## src/rtl/spinb_pkg.sv

```systemverilog
package spinb_pkg;

  localparam logic [7:0] OP_WRITE     = 8'h08;
  localparam logic [7:0] OP_CONFIG    = 8'h09;
  localparam logic [7:0] OP_READ      = 8'h0A;
  localparam logic [7:0] OP_READ_FAST = 8'h0B;

  typedef struct packed {
    logic       ce_n;
    logic       cle;
    logic       ale;
    logic       fan;
    logic [3:0] led_n;
  } cfg_t;

  localparam cfg_t CFG_RESET = '{ce_n: 1'b1, cle: 1'b0, ale: 1'b0, fan: 1'b0, led_n: 4'hF};

  typedef enum logic [2:0] {
    FR_OPCODE, FR_CONFIG, FR_WRITE, FR_DUMMY, FR_READ, FR_SKIP
  } frame_state_t;

  typedef enum logic [1:0] {
    NC_IDLE, NC_SETUP, NC_STROBE, NC_HOLD
  } cycle_state_t;

endpackage

```

## src/rtl/spinb_sync.sv

```systemverilog
module spinb_sync #(
  parameter int               STAGES  = 2,
  parameter int               WIDTH   = 4,
  parameter logic [WIDTH-1:0] RST_VAL = '0
) (
  input  logic             clk,
  input  logic             rst_n,
  input  logic [WIDTH-1:0] d,
  output logic [WIDTH-1:0] q
);

  logic [STAGES-1:0][WIDTH-1:0] chain_q;

  always_ff @(posedge clk or negedge rst_n) begin
    if (!rst_n) begin
      for (int s = 0; s < STAGES; s++) chain_q[s] <= RST_VAL;
    end else begin
      chain_q[0] <= d;
      for (int s = 1; s < STAGES; s++) chain_q[s] <= chain_q[s-1];
    end
  end

  assign q = chain_q[STAGES-1];

endmodule

```

## src/rtl/spinb_frame.sv

```systemverilog
module spinb_frame
  import spinb_pkg::*;
#(
  parameter int FAST_DUMMY = 4,
  parameter int SLOW_DUMMY = 1
) (
  input  logic       clk,
  input  logic       rst_n,
  input  logic       sck_s,
  input  logic       cs_n_s,
  input  logic       mosi_s,
  input  logic       mosi2_s,
  output logic       miso,
  output logic       cfg_we,
  output logic [7:0] cfg_data,
  output logic       wr_req,
  output logic [7:0] wr_data,
  output logic       rd_req,
  input  logic       rd_done,
  input  logic [7:0] rd_data
);

  localparam int MAX_DUMMY = (FAST_DUMMY > SLOW_DUMMY) ? FAST_DUMMY : SLOW_DUMMY;
  localparam int DW        = $clog2(MAX_DUMMY + 1);

  frame_state_t state_q, state_d;
  logic [2:0]    cnt_q, cnt_d;
  logic [7:0]    rx_q, rx_d;
  logic [7:0]    tx_q, tx_d;
  logic [7:0]    pend_q, pend_d;
  logic          have_pend_q, have_pend_d;
  logic [DW-1:0] dummy_q, dummy_d;
  logic          sck_prev_q;

  logic       sck_rise, sck_fall, sel, dual, last_bit, byte_done;
  logic [7:0] rx_shift;

  always_comb begin
    sck_rise  = sck_s & ~sck_prev_q;
    sck_fall  = ~sck_s & sck_prev_q;
    sel       = ~cs_n_s;
    dual      = (state_q == FR_WRITE);
    rx_shift  = dual ? {rx_q[5:0], mosi_s, mosi2_s} : {rx_q[6:0], mosi_s};
    last_bit  = dual ? (cnt_q == 3'd6) : (cnt_q == 3'd7);
    byte_done = sel & sck_rise & last_bit;

    state_d     = state_q;
    cnt_d       = cnt_q;
    rx_d        = rx_q;
    tx_d        = tx_q;
    pend_d      = pend_q;
    have_pend_d = have_pend_q;
    dummy_d     = dummy_q;
    cfg_we      = 1'b0;
    wr_req      = 1'b0;
    rd_req      = 1'b0;

    if (!sel) begin
      state_d     = FR_OPCODE;
      cnt_d       = 3'd0;
      have_pend_d = 1'b0;
    end else begin
      if (sck_rise) begin
        rx_d  = rx_shift;
        cnt_d = cnt_q + (dual ? 3'd2 : 3'd1);
      end
      if (sck_fall && (state_q == FR_READ) && (cnt_q != 3'd0)) begin
        tx_d = {tx_q[6:0], 1'b0};
      end
      if (byte_done) begin
        case (state_q)
          FR_OPCODE: begin
            case (rx_shift)
              OP_WRITE:     state_d = FR_WRITE;
              OP_CONFIG:    state_d = FR_CONFIG;
              OP_READ: begin
                state_d = FR_DUMMY;
                dummy_d = DW'(SLOW_DUMMY - 1);
              end
              OP_READ_FAST: begin
                state_d = FR_DUMMY;
                dummy_d = DW'(FAST_DUMMY - 1);
              end
              default:      state_d = FR_SKIP;
            endcase
          end
          FR_CONFIG: begin
            cfg_we  = 1'b1;
            state_d = FR_SKIP;
          end
          FR_WRITE: begin
            wr_req      = have_pend_q;
            pend_d      = rx_shift;
            have_pend_d = 1'b1;
          end
          FR_DUMMY: begin
            if (dummy_q == '0) begin
              rd_req  = 1'b1;
              state_d = FR_READ;
            end else begin
              dummy_d = dummy_q - 1'b1;
            end
          end
          FR_READ:  rd_req = 1'b1;
          default:  ;
        endcase
      end
    end

    if (rd_done) tx_d = rd_data;
  end

  always_ff @(posedge clk or negedge rst_n) begin
    if (!rst_n) begin
      state_q     <= FR_OPCODE;
      cnt_q       <= 3'd0;
      rx_q        <= 8'h00;
      tx_q        <= 8'h00;
      pend_q      <= 8'h00;
      have_pend_q <= 1'b0;
      dummy_q     <= '0;
      sck_prev_q  <= 1'b0;
    end else begin
      state_q     <= state_d;
      cnt_q       <= cnt_d;
      rx_q        <= rx_d;
      tx_q        <= tx_d;
      pend_q      <= pend_d;
      have_pend_q <= have_pend_d;
      dummy_q     <= dummy_d;
      sck_prev_q  <= sck_s;
    end
  end

  assign cfg_data = rx_shift;
  assign wr_data  = pend_q;
  assign miso     = (state_q == FR_READ) ? tx_q[7] : 1'b0;

endmodule

```

## src/rtl/spinb_nand_cycle.sv

```systemverilog
module spinb_nand_cycle
  import spinb_pkg::*;
#(
  parameter int STROBE_CLKS = 2
) (
  input  logic       clk,
  input  logic       rst_n,
  input  logic       wr_req,
  input  logic [7:0] wr_data,
  input  logic       rd_req,
  input  logic       nand_rdy,
  input  logic [7:0] nand_dq_i,
  output logic [7:0] nand_dq_o,
  output logic       nand_dq_oe,
  output logic       nand_we_n,
  output logic       nand_re_n,
  output logic       rd_done,
  output logic [7:0] rd_data
);

  localparam int CW = $clog2(STROBE_CLKS + 1);

  cycle_state_t  state_q, state_d;
  logic          is_rd_q, is_rd_d;
  logic          pend_q, pend_d;
  logic [CW-1:0] cnt_q, cnt_d;
  logic [7:0]    dout_q, dout_d;
  logic [7:0]    rdata_q, rdata_d;
  logic          done_q, done_d;

  always_comb begin
    state_d = state_q;
    is_rd_d = is_rd_q;
    pend_d  = pend_q | rd_req;
    cnt_d   = cnt_q;
    dout_d  = dout_q;
    rdata_d = rdata_q;
    done_d  = 1'b0;

    case (state_q)
      NC_IDLE: begin
        if (wr_req) begin
          state_d = NC_SETUP;
          is_rd_d = 1'b0;
          dout_d  = wr_data;
        end else if ((pend_q || rd_req) && nand_rdy) begin
          state_d = NC_STROBE;
          is_rd_d = 1'b1;
          cnt_d   = CW'(STROBE_CLKS - 1);
          pend_d  = 1'b0;
        end
      end
      NC_SETUP: begin
        state_d = NC_STROBE;
        cnt_d   = CW'(STROBE_CLKS - 1);
      end
      NC_STROBE: begin
        if (cnt_q == '0) begin
          state_d = NC_HOLD;
          if (is_rd_q) begin
            rdata_d = nand_dq_i;
            done_d  = 1'b1;
          end
        end else begin
          cnt_d = cnt_q - 1'b1;
        end
      end
      default: state_d = NC_IDLE;
    endcase
  end

  always_ff @(posedge clk or negedge rst_n) begin
    if (!rst_n) begin
      state_q <= NC_IDLE;
      is_rd_q <= 1'b0;
      pend_q  <= 1'b0;
      cnt_q   <= '0;
      dout_q  <= 8'h00;
      rdata_q <= 8'h00;
      done_q  <= 1'b0;
    end else begin
      state_q <= state_d;
      is_rd_q <= is_rd_d;
      pend_q  <= pend_d;
      cnt_q   <= cnt_d;
      dout_q  <= dout_d;
      rdata_q <= rdata_d;
      done_q  <= done_d;
    end
  end

  assign nand_dq_o  = dout_q;
  assign nand_dq_oe = (state_q != NC_IDLE) && !is_rd_q;
  assign nand_we_n  = !((state_q == NC_STROBE) && !is_rd_q);
  assign nand_re_n  = !((state_q == NC_STROBE) && is_rd_q);
  assign rd_done    = done_q;
  assign rd_data    = rdata_q;

endmodule

```

## src/rtl/spinb_bridge.sv

```systemverilog
module spinb_bridge
  import spinb_pkg::*;
#(
  parameter int SYNC_STAGES = 2,
  parameter int STROBE_CLKS = 2,
  parameter int FAST_DUMMY  = 4,
  parameter int SLOW_DUMMY  = 1
) (
  input  logic       clk,
  input  logic       rst_n,
  input  logic       spi_sck,
  input  logic       spi_cs_n,
  input  logic       spi_mosi,
  input  logic       spi_mosi2,
  output logic       spi_miso,
  output logic [7:0] nand_dq_o,
  output logic       nand_dq_oe,
  input  logic [7:0] nand_dq_i,
  output logic       nand_we_n,
  output logic       nand_re_n,
  input  logic       nand_rdy,
  output logic       host_rdy,
  output logic       nand_ce_n,
  output logic       nand_cle,
  output logic       nand_ale,
  output logic       fan_on,
  output logic [3:0] led_n
);

  logic [1:0] rst_pipe_q;
  logic       rst_core_n;

  always_ff @(posedge clk or negedge rst_n) begin
    if (!rst_n) rst_pipe_q <= 2'b00;
    else        rst_pipe_q <= {rst_pipe_q[0], 1'b1};
  end
  assign rst_core_n = rst_pipe_q[1];

  logic [3:0] pins_s;
  spinb_sync #(.STAGES(SYNC_STAGES), .WIDTH(4), .RST_VAL(4'b1000)) u_sync (
    .clk   (clk),
    .rst_n (rst_core_n),
    .d     ({spi_cs_n, spi_sck, spi_mosi, spi_mosi2}),
    .q     (pins_s)
  );

  logic       cfg_we, wr_req, rd_req, rd_done;
  logic [7:0] cfg_data, wr_data, rd_data;

  spinb_frame #(.FAST_DUMMY(FAST_DUMMY), .SLOW_DUMMY(SLOW_DUMMY)) u_frame (
    .clk      (clk),
    .rst_n    (rst_core_n),
    .sck_s    (pins_s[2]),
    .cs_n_s   (pins_s[3]),
    .mosi_s   (pins_s[1]),
    .mosi2_s  (pins_s[0]),
    .miso     (spi_miso),
    .cfg_we   (cfg_we),
    .cfg_data (cfg_data),
    .wr_req   (wr_req),
    .wr_data  (wr_data),
    .rd_req   (rd_req),
    .rd_done  (rd_done),
    .rd_data  (rd_data)
  );

  spinb_nand_cycle #(.STROBE_CLKS(STROBE_CLKS)) u_cycle (
    .clk        (clk),
    .rst_n      (rst_core_n),
    .wr_req     (wr_req),
    .wr_data    (wr_data),
    .rd_req     (rd_req),
    .nand_rdy   (nand_rdy),
    .nand_dq_i  (nand_dq_i),
    .nand_dq_o  (nand_dq_o),
    .nand_dq_oe (nand_dq_oe),
    .nand_we_n  (nand_we_n),
    .nand_re_n  (nand_re_n),
    .rd_done    (rd_done),
    .rd_data    (rd_data)
  );

  cfg_t cfg_q;
  always_ff @(posedge clk or negedge rst_core_n) begin
    if (!rst_core_n)  cfg_q <= CFG_RESET;
    else if (cfg_we)  cfg_q <= cfg_t'(cfg_data);
  end

  assign nand_ce_n = cfg_q.ce_n;
  assign nand_cle  = cfg_q.cle;
  assign nand_ale  = cfg_q.ale;
  assign fan_on    = cfg_q.fan;
  assign led_n     = cfg_q.led_n;
  assign host_rdy  = nand_rdy;

endmodule

```

## config.mk

```make
export PLATFORM = sky130hd
export DESIGN_NAME = spinb_bridge
export DESIGN_NICKNAME = d
export VERILOG_FILES = /design/src/rtl/spinb_pkg.sv /design/src/rtl/spinb_sync.sv /design/src/rtl/spinb_frame.sv /design/src/rtl/spinb_nand_cycle.sv /design/src/rtl/spinb_bridge.sv
export SDC_FILE = /design/constraint.sdc
export NUM_CORES = 1
export LEC_CHECK = 0
export ABC_AREA = 1
export CAP_MARGIN = 20
export CORE_UTILIZATION = 48
export CTS_CLUSTER_DIAMETER = 40
export DETAILED_ROUTE_END_ITERATION = 8
export GPL_ROUTABILITY_DRIVEN = 0
export PLACE_DENSITY = 0.69
export SYNTH_ARGS = -nofsm -noshare
export SYNTH_HDL_FRONTEND = slang
export SYNTH_SLANG_ARGS = --single-unit
export TNS_END_PERCENT = 20
```

## constraint.sdc

```tcl
create_clock -name clk -period 3.3 [get_ports clk]
set_input_delay 0.33 -clock clk [delete_from_list [all_inputs] [get_ports clk]]
set_output_delay 0.33 -clock clk [all_outputs]
set_load 0.005 [all_outputs]
```

# Word-level counts from Yosys, hierarchy flattened
# Index checks and enable logic that the tools add are counted.
[word_totals] regBits=75 input_bits=15 output_inout_bits=21 wordCells=137
[op_classes] n_addsub=3 n_eq_ne=21 mux=46 n_bitwise=8 n_reduce_logical=36
[ops] operator="== test 8 x 4 -> 1 bit (second input constant)" count=4
[ops] operator="2-to-1 mux 8 bit" count=4
[ops] operator="2-to-1 mux 1 bit" count=22
[ops] operator="2-to-1 mux 3 bit" count=6
[ops] operator="case mux 3 bit (3 select lines)" count=2
[ops] operator="2-to-1 mux 2 bit" count=7
[ops] operator="nonzero test 2 bit" count=7
[ops] operator="case mux 2 bit (3 select lines)" count=2
[ops] operator="case mux 3 bit (2 select lines)" count=2
[ops] operator="AND reduction 2 bit" count=6
[ops] operator="== test 3 bit (second input constant)" count=3
[ops] operator="AND reduction 3 bit" count=3
[ops] operator="== test 3 x 2 -> 1 bit (second input constant)" count=2
[ops] operator="logical AND 1 bit" count=6
[ops] operator="logical NOT 3 bit" count=2
[ops] operator="!= test 2 x 1 -> 1 bit (second input constant)" count=3
[ops] operator="!= test 2 bit (second input constant)" count=3
[ops] operator="!= test 3 x 1 -> 1 bit (second input constant)" count=2
[ops] operator="nonzero test 3 bit" count=2
[ops] operator="AND reduction 5 bit" count=1
[ops] operator="bitwise AND 1 bit" count=4
[ops] operator="logical NOT 2 bit" count=2
[ops] operator="AND reduction 4 bit" count=1
[ops] operator="nonzero test 4 bit" count=1
[ops] operator="13 further kinds" count=17

# Longest topological paths before layout
[depth] word_depth=11 mapped_depth=15 depth_no_buf=14

# Modules after synthesis
# A second synthesis with hierarchy kept.
[hier_totals] cells_unflattened=402 area_unflattened_um2=3545.9
[modules_own_cells] mod="spinb_frame" instances=1 cells_per_inst=245 area_per_inst_um2=1909.3 seq_area_each_um2=850.8
[modules_own_cells] mod="spinb_nand_cycle" instances=1 cells_per_inst=107 area_per_inst_um2=1031.0 seq_area_each_um2=575.6
[modules_own_cells] mod="spinb_bridge" instances=1 cells_per_inst=38 area_per_inst_um2=372.9 seq_area_each_um2=256.5
[modules_own_cells] mod="spinb_sync" instances=1 cells_per_inst=12 area_per_inst_um2=232.7 seq_area_each_um2=202.7

# Worst setup path after synthesis
# OpenSTA, ideal clock, no wires.
[synth_path] path_type="flip-flop to flip-flop" from="register u_frame.state_q[0]" to="register cfg_q, in the netlist led_n[0]" setup_ps=72 t_arrival_ps=2069 t_required_ps=3228 slack_ps=1159 path_stages_with_launch=13 path_buffers=2 synth_period_minus_slack_ps=2141 path_cell_list="dfrtp_1 inv_2 nand3_4 buf_12 ha_1 inv_1 nand3_1 nor2_1 inv_1 nor3_1 inv_1 buf_2 o21ai_1"
[synth_via] elab_chain_len=5 elab_cells_between_ends=8 cone_classes="eq/ne (2); mux (5); bitwise (1)"
[synth_lines] element="from (decl)" line_no="spinb_frame.sv:26" rtl="frame_state_t state_q, state_d;"
[synth_lines] element="from (signal assigned)" line_no="spinb_frame.sv:124" rtl="state_q <= state_d;"
[synth_lines] element="== test 3 x 2 -> 1 bit" line_no="spinb_frame.sv:42" rtl="dual = (state_q == FR_WRITE);"
[synth_lines] element="2-to-1 mux 1 bit" line_no="spinb_frame.sv:44" rtl="last_bit = dual ? (cnt_q == 3'd6) : (cnt_q == 3'd7);"
[synth_lines] element="bitwise AND 1 bit" line_no="spinb_frame.sv:45" rtl="byte_done = sel & sck_rise & last_bit;"
[synth_lines] element="2-to-1 mux 1 bit" line_no="spinb_frame.sv:70" rtl="if (byte_done) begin"
[synth_lines] element="2-to-1 mux 1 bit" line_no="spinb_frame.sv:58" rtl="if (!sel) begin"
[synth_lines] element="to (signal assigned)" line_no="spinb_bridge.sv:86" rtl="else if (cfg_we) cfg_q <= cfg_t'(cfg_data);"
[synth_lines] element="to (decl)" line_no="spinb_bridge.sv:83" rtl="cfg_t cfg_q;"
# Several ways; a longest one is shown, not always the timed one.
# A chain may end at the register's enable or synchronous reset.

# Final worst setup path
[layout_path] from="register u_frame.state_q[0]" to="register cfg_q, in the netlist fan_on"
# The elaborated chain is that of the path after synthesis.

==> impl_table.tex <==
\begin{tabular}{lr}
\hline
Metric & Value \\
\hline
\multicolumn{2}{l}{\textbf{Critical path}} \\
Required arrival time at the worst endpoint & 3520 ps \\
Endpoint type of the worst setup path & flop \\
Crit path top cell by count & inv\_1 \\
Critical-path cell list & inv\_2, nand3\_4, ha\_1, inv\_1, nand3\_1, nor2\_1, inv\_1, nor3\_1, inv\_1, nand2\_1, o21ai\_1 \\
Critical path fanouts, max & 16 \\
Slowest stage cell, crit path & dfrtp\_1 \\
Crit-path leading delay family & simple AND/OR/NAND/NOR gates \\
Type of the worst setup path & reg -> reg \\
Buffer and inverter count on the worst path & 4 \\
Signal arrival time at the worst endpoint & 2670 ps \\
Worst Setup Start Kind & flop \\
Largest incremental delay on the critical path & 440 ps \\
\multicolumn{2}{l}{\textbf{Power}} \\
Pwr dens & 627 nW/um\^{}2 \\
Logic gate share of total power & 22.4\% \\
Sequential cell fraction of total power & 46.2\% \\
Peak supply drop & 311 uV \\
Share of total power in the clock network & 31.5\% \\
Standby leakage power & 1.95 nW \\
Sw Ratio & 31.2\% \\
Internal Power & 0.00174 W \\
Net switching power & 0.000791 W \\
\multicolumn{2}{l}{\textbf{Drt}} \\
Detailed-route vias per instance & 4.80 \\
Total number of vias & 2539 \\
Detailed-router iteration count before antenna repair & 4 \\
Number of nets with antenna violations after detailed routing & 0 \\
Wire length per cell after detailed routing & 12.0 um \\
DRC violation total after the first TritonRoute iteration & 121 \\
Total Routed Length & 6320 um \\
DRC errors left & 0 \\
\multicolumn{2}{l}{\textbf{Final layout}} \\
Fraction of layout instances using a drive strength above 1 & 11.5\% \\
Fin nets & 451 \\
Area overhead of the layout relative to synthesis & 19.5\% \\
Antenna cells & 0 \\
\multicolumn{2}{l}{\textbf{Synthesis}} \\
Post-synth ARST share & 100\% \\
Post-synth EDFFs & 0 \\
Most frequently used flop master after synthesis & dfrtp\_1 \\
Cell type with the highest aggregate area in the netlist & dfrtp\_1 \\
Cell area after technology mapping & 3380 sq um \\
Nets in the synthesized netlist & 411 \\
Gate Count Post-Synth & 388 \\
Flip-flop and latch count after synthesis & 75 \\
Synth cell types & 34 \\
Ys Warns & 0 \\
Most frequently used cell type in the post-synthesis netlist & nand2\_1 \\
Synth top cells by count & nand2\_1 (133), dfrtp\_1 (68), inv\_1 (40) \\
Proportion of synthesized chip area in sequential cells & 55.8\% \\
Largest cells by area after synthesis & dfrtp\_1 (50\%), nand2\_1 (15\%), dfstp\_2 (5.4\%) \\
Area share of the leading cell type in the synthesized netlist & 50.4\% \\
Synthesized area per cell & 8.70 sq um \\
\multicolumn{2}{l}{\textbf{Clock tree}} \\
CTS Buf Count & 9 \\
Clock tree sinks & 75 \\
Clock tree from TritonCTS & built \\
Post\_cts resized & 0 \\
Buffer type at the clock tree root & clkbuf\_8 \\
Clock transition at the registers of the reported paths & 80 ps \\
Number of setup buffers added after CTS & 0 \\
H-tree depth & 3 \\
Number of hold-repair buffers added at the cts stage & 0 \\
Buffer depth of the longest clock path & 2 \\
Skew-Pair Late Insertion Delay & 350 ps \\
\multicolumn{2}{l}{\textbf{STA}} \\
Number of slew-limit violations in the final report & 0 \\
Total Neg Setup Slack & 0 ps \\
Hold violation total from the final report & 0 \\
Fmax & 0.409 GHz \\
Final period utilization & 74.1\% \\
Worst-margin pin slew & 652 ps \\
Setup-violating endpoint count in the final report & 0 \\
Setup repair after global routing missed its margin & false \\
Final Skew & 7.23 ps \\
Shortest clock period the worst path allows after layout & 2450 ps \\
Max-slew headroom at the worst pin & 56.4\% \\
Post-layout worst setup margin & 854 ps \\
\multicolumn{2}{l}{\textbf{Global routing}} \\
First-pass GRT wire length & 10900 um \\
Number of global-route vias before repair & 2339 \\
Global-route congestion overflow total & 0 \\
GRT Util Overall & 19.3\% \\
Initial antenna violation count & 0 \\
Pin count of the biggest net entering global routing & 36 \\
\multicolumn{2}{l}{\textbf{Run status}} \\
Run status & completed \\
\multicolumn{2}{l}{\textbf{Hold path}} \\
Class of the worst hold path & in -> async \\
\multicolumn{2}{l}{\textbf{Placement}} \\
Port Buffers & 35 \\
DPL Wire Length & 4640 um \\
Worst slack after detailed placement & 844 ps \\
\multicolumn{2}{l}{\textbf{Die}} \\
DIE HEIGHT & 85.9 um \\
Floorplan row count & 30 \\
Number of top-level pins & 36 \\
Area of the core region & 6790 sq um \\
Die width & 85.9 um \\
Area of the die & 7370 sq um \\
Initial core utilization & 49.7\% \\
\multicolumn{2}{l}{\textbf{Flow run}} \\
Number of maximum-capacitance constraint violations & 0 \\
\hline
\end{tabular}
[worst reg2reg max path: cells and delay by family (launching register included)]
family          cells  cell delay (ps)
compound gates      1               60
fa+ha+maj           1              350
buf+inv             4              610
flops               1              440
simple gates        5              870
[flip-flops by register name (all words and copies together) (netlist names), 4 cells and up]
name,count
u_frame.rx_q,7
u_cycle.rd_data,8
u_cycle.nand_dq_o,8
u_frame.tx_q,8
u_sync.q,4
u_sync.chain_q,4
u_frame.wr_data,8
led_n,4
[routing by layer]
layer / part of all wire [%] / global-route usage, % / up-vias
met5: 0 / 0 / -
met4: 0.46 / 6.82 / 0
met3: 3.4 / 5.49 / 2
met2: 46 / 29.0 / 39
met1: 50 / 27.0 / 1190
li1: - / - / 1308
[through the flow]
step | power, W | util [%] | cells | area (sq um) | hold WS (ps)
after floorplan | 0.00160 | - | 388 | 3380 | 34.4
after global placement | 0.00174 | 56.1 | 513 | 3810 | 203
after detailed placement | 0.00176 | 56.1 | 513 | 3810 | 212
after CTS | 0.00256 | 59.4 | 529 | 4040 | 118
after global routing | 0.00271 | 59.4 | 529 | 4040 | 119
final | 0.00253 | 59.4 | 529 | 4040 | 129
[power by group through the flow]
stage / logic (W) / clock network, W / registers (W)
6_report: 0.000566 / 0.000797 / 0.00117
5_1_grt: 0.000675 / 0.000852 / 0.00119
4_1_cts: 0.000571 / 0.000820 / 0.00117
3_3_place_gp: 0.000554 / 0 / 0.00118
2_1_floorplan: 0.000441 / 0 / 0.00116
3_5_place_dp: 0.000570 / 0 / 0.00119
[area by class of cell]
class / instances / area (sq um)
fill: 606 / 2760
sequential: 75 / 1890
multi-input combinational: 260 / 1270
timing repair buffer: 37 / 365
inverter: 45 / 169
clock buffer: 11 / 141
tap: 96 / 120
clock inverter: 5 / 85.1
[layout by cell type (no fill, tap or decap), types with 2 or more instances in the layout]
cell	n
nand2_1	133
dfrtp_1	67
inv_1	40
clkdlybuf4s50_1	35
o21ai_0	26
nor2_1	20
nand3_1	20
o21ai_1	11
clkbuf_8	10
ha_1	7
dfstp_2	7
o211ai_1	6
nand2_2	5
a21oi_1	5
inv_2	4
nor2_2	4
o21ai_2	3
or2_2	3
nor3_1	3
nand3_2	2
a31oi_1	2
bufinv_16	2
buf_4	2
[cell families after synthesis]
kind of cell / Yosys count / synth area share (%)
and+or+nand+nor: 196 / 25.1
DFF: 75 / 55.8
AOI/OAI and AO/OA: 55 / 9.15
buffers and inverters: 53 / 6.59
adders and majority gates: 8 / 3.19
other: 1 / 0.111
[path summary, 6_finish.rpt]
check,from,endpoint,slack [ps],depth (start not counted)
worst max-delay path,u_frame.state_q[0]$_DFFE_PN0P_,fan_on$_DFFE_PN0P_,850,11
worst min-delay path,rst_n,rst_pipe_q[0]$_DFF_PN0_,130,1
worst max register to register,u_frame.state_q[0]$_DFFE_PN0P_,fan_on$_DFFE_PN0P_,850,11
worst min register to register,rst_pipe_q[1]$_DFF_PN0_,u_sync.chain_q[2]$_DFF_PN0_,200,0
max in group asynchronous,rst_pipe_q[1]$_DFF_PN0_,u_sync.q[3]$_DFF_PN1_,2310,1
min in group clk,u_sync.chain_q[2]$_DFF_PN0_,u_sync.q[2]$_DFF_PN0_,350,0
Note: power is estimated with default switching activity, not from simulation.
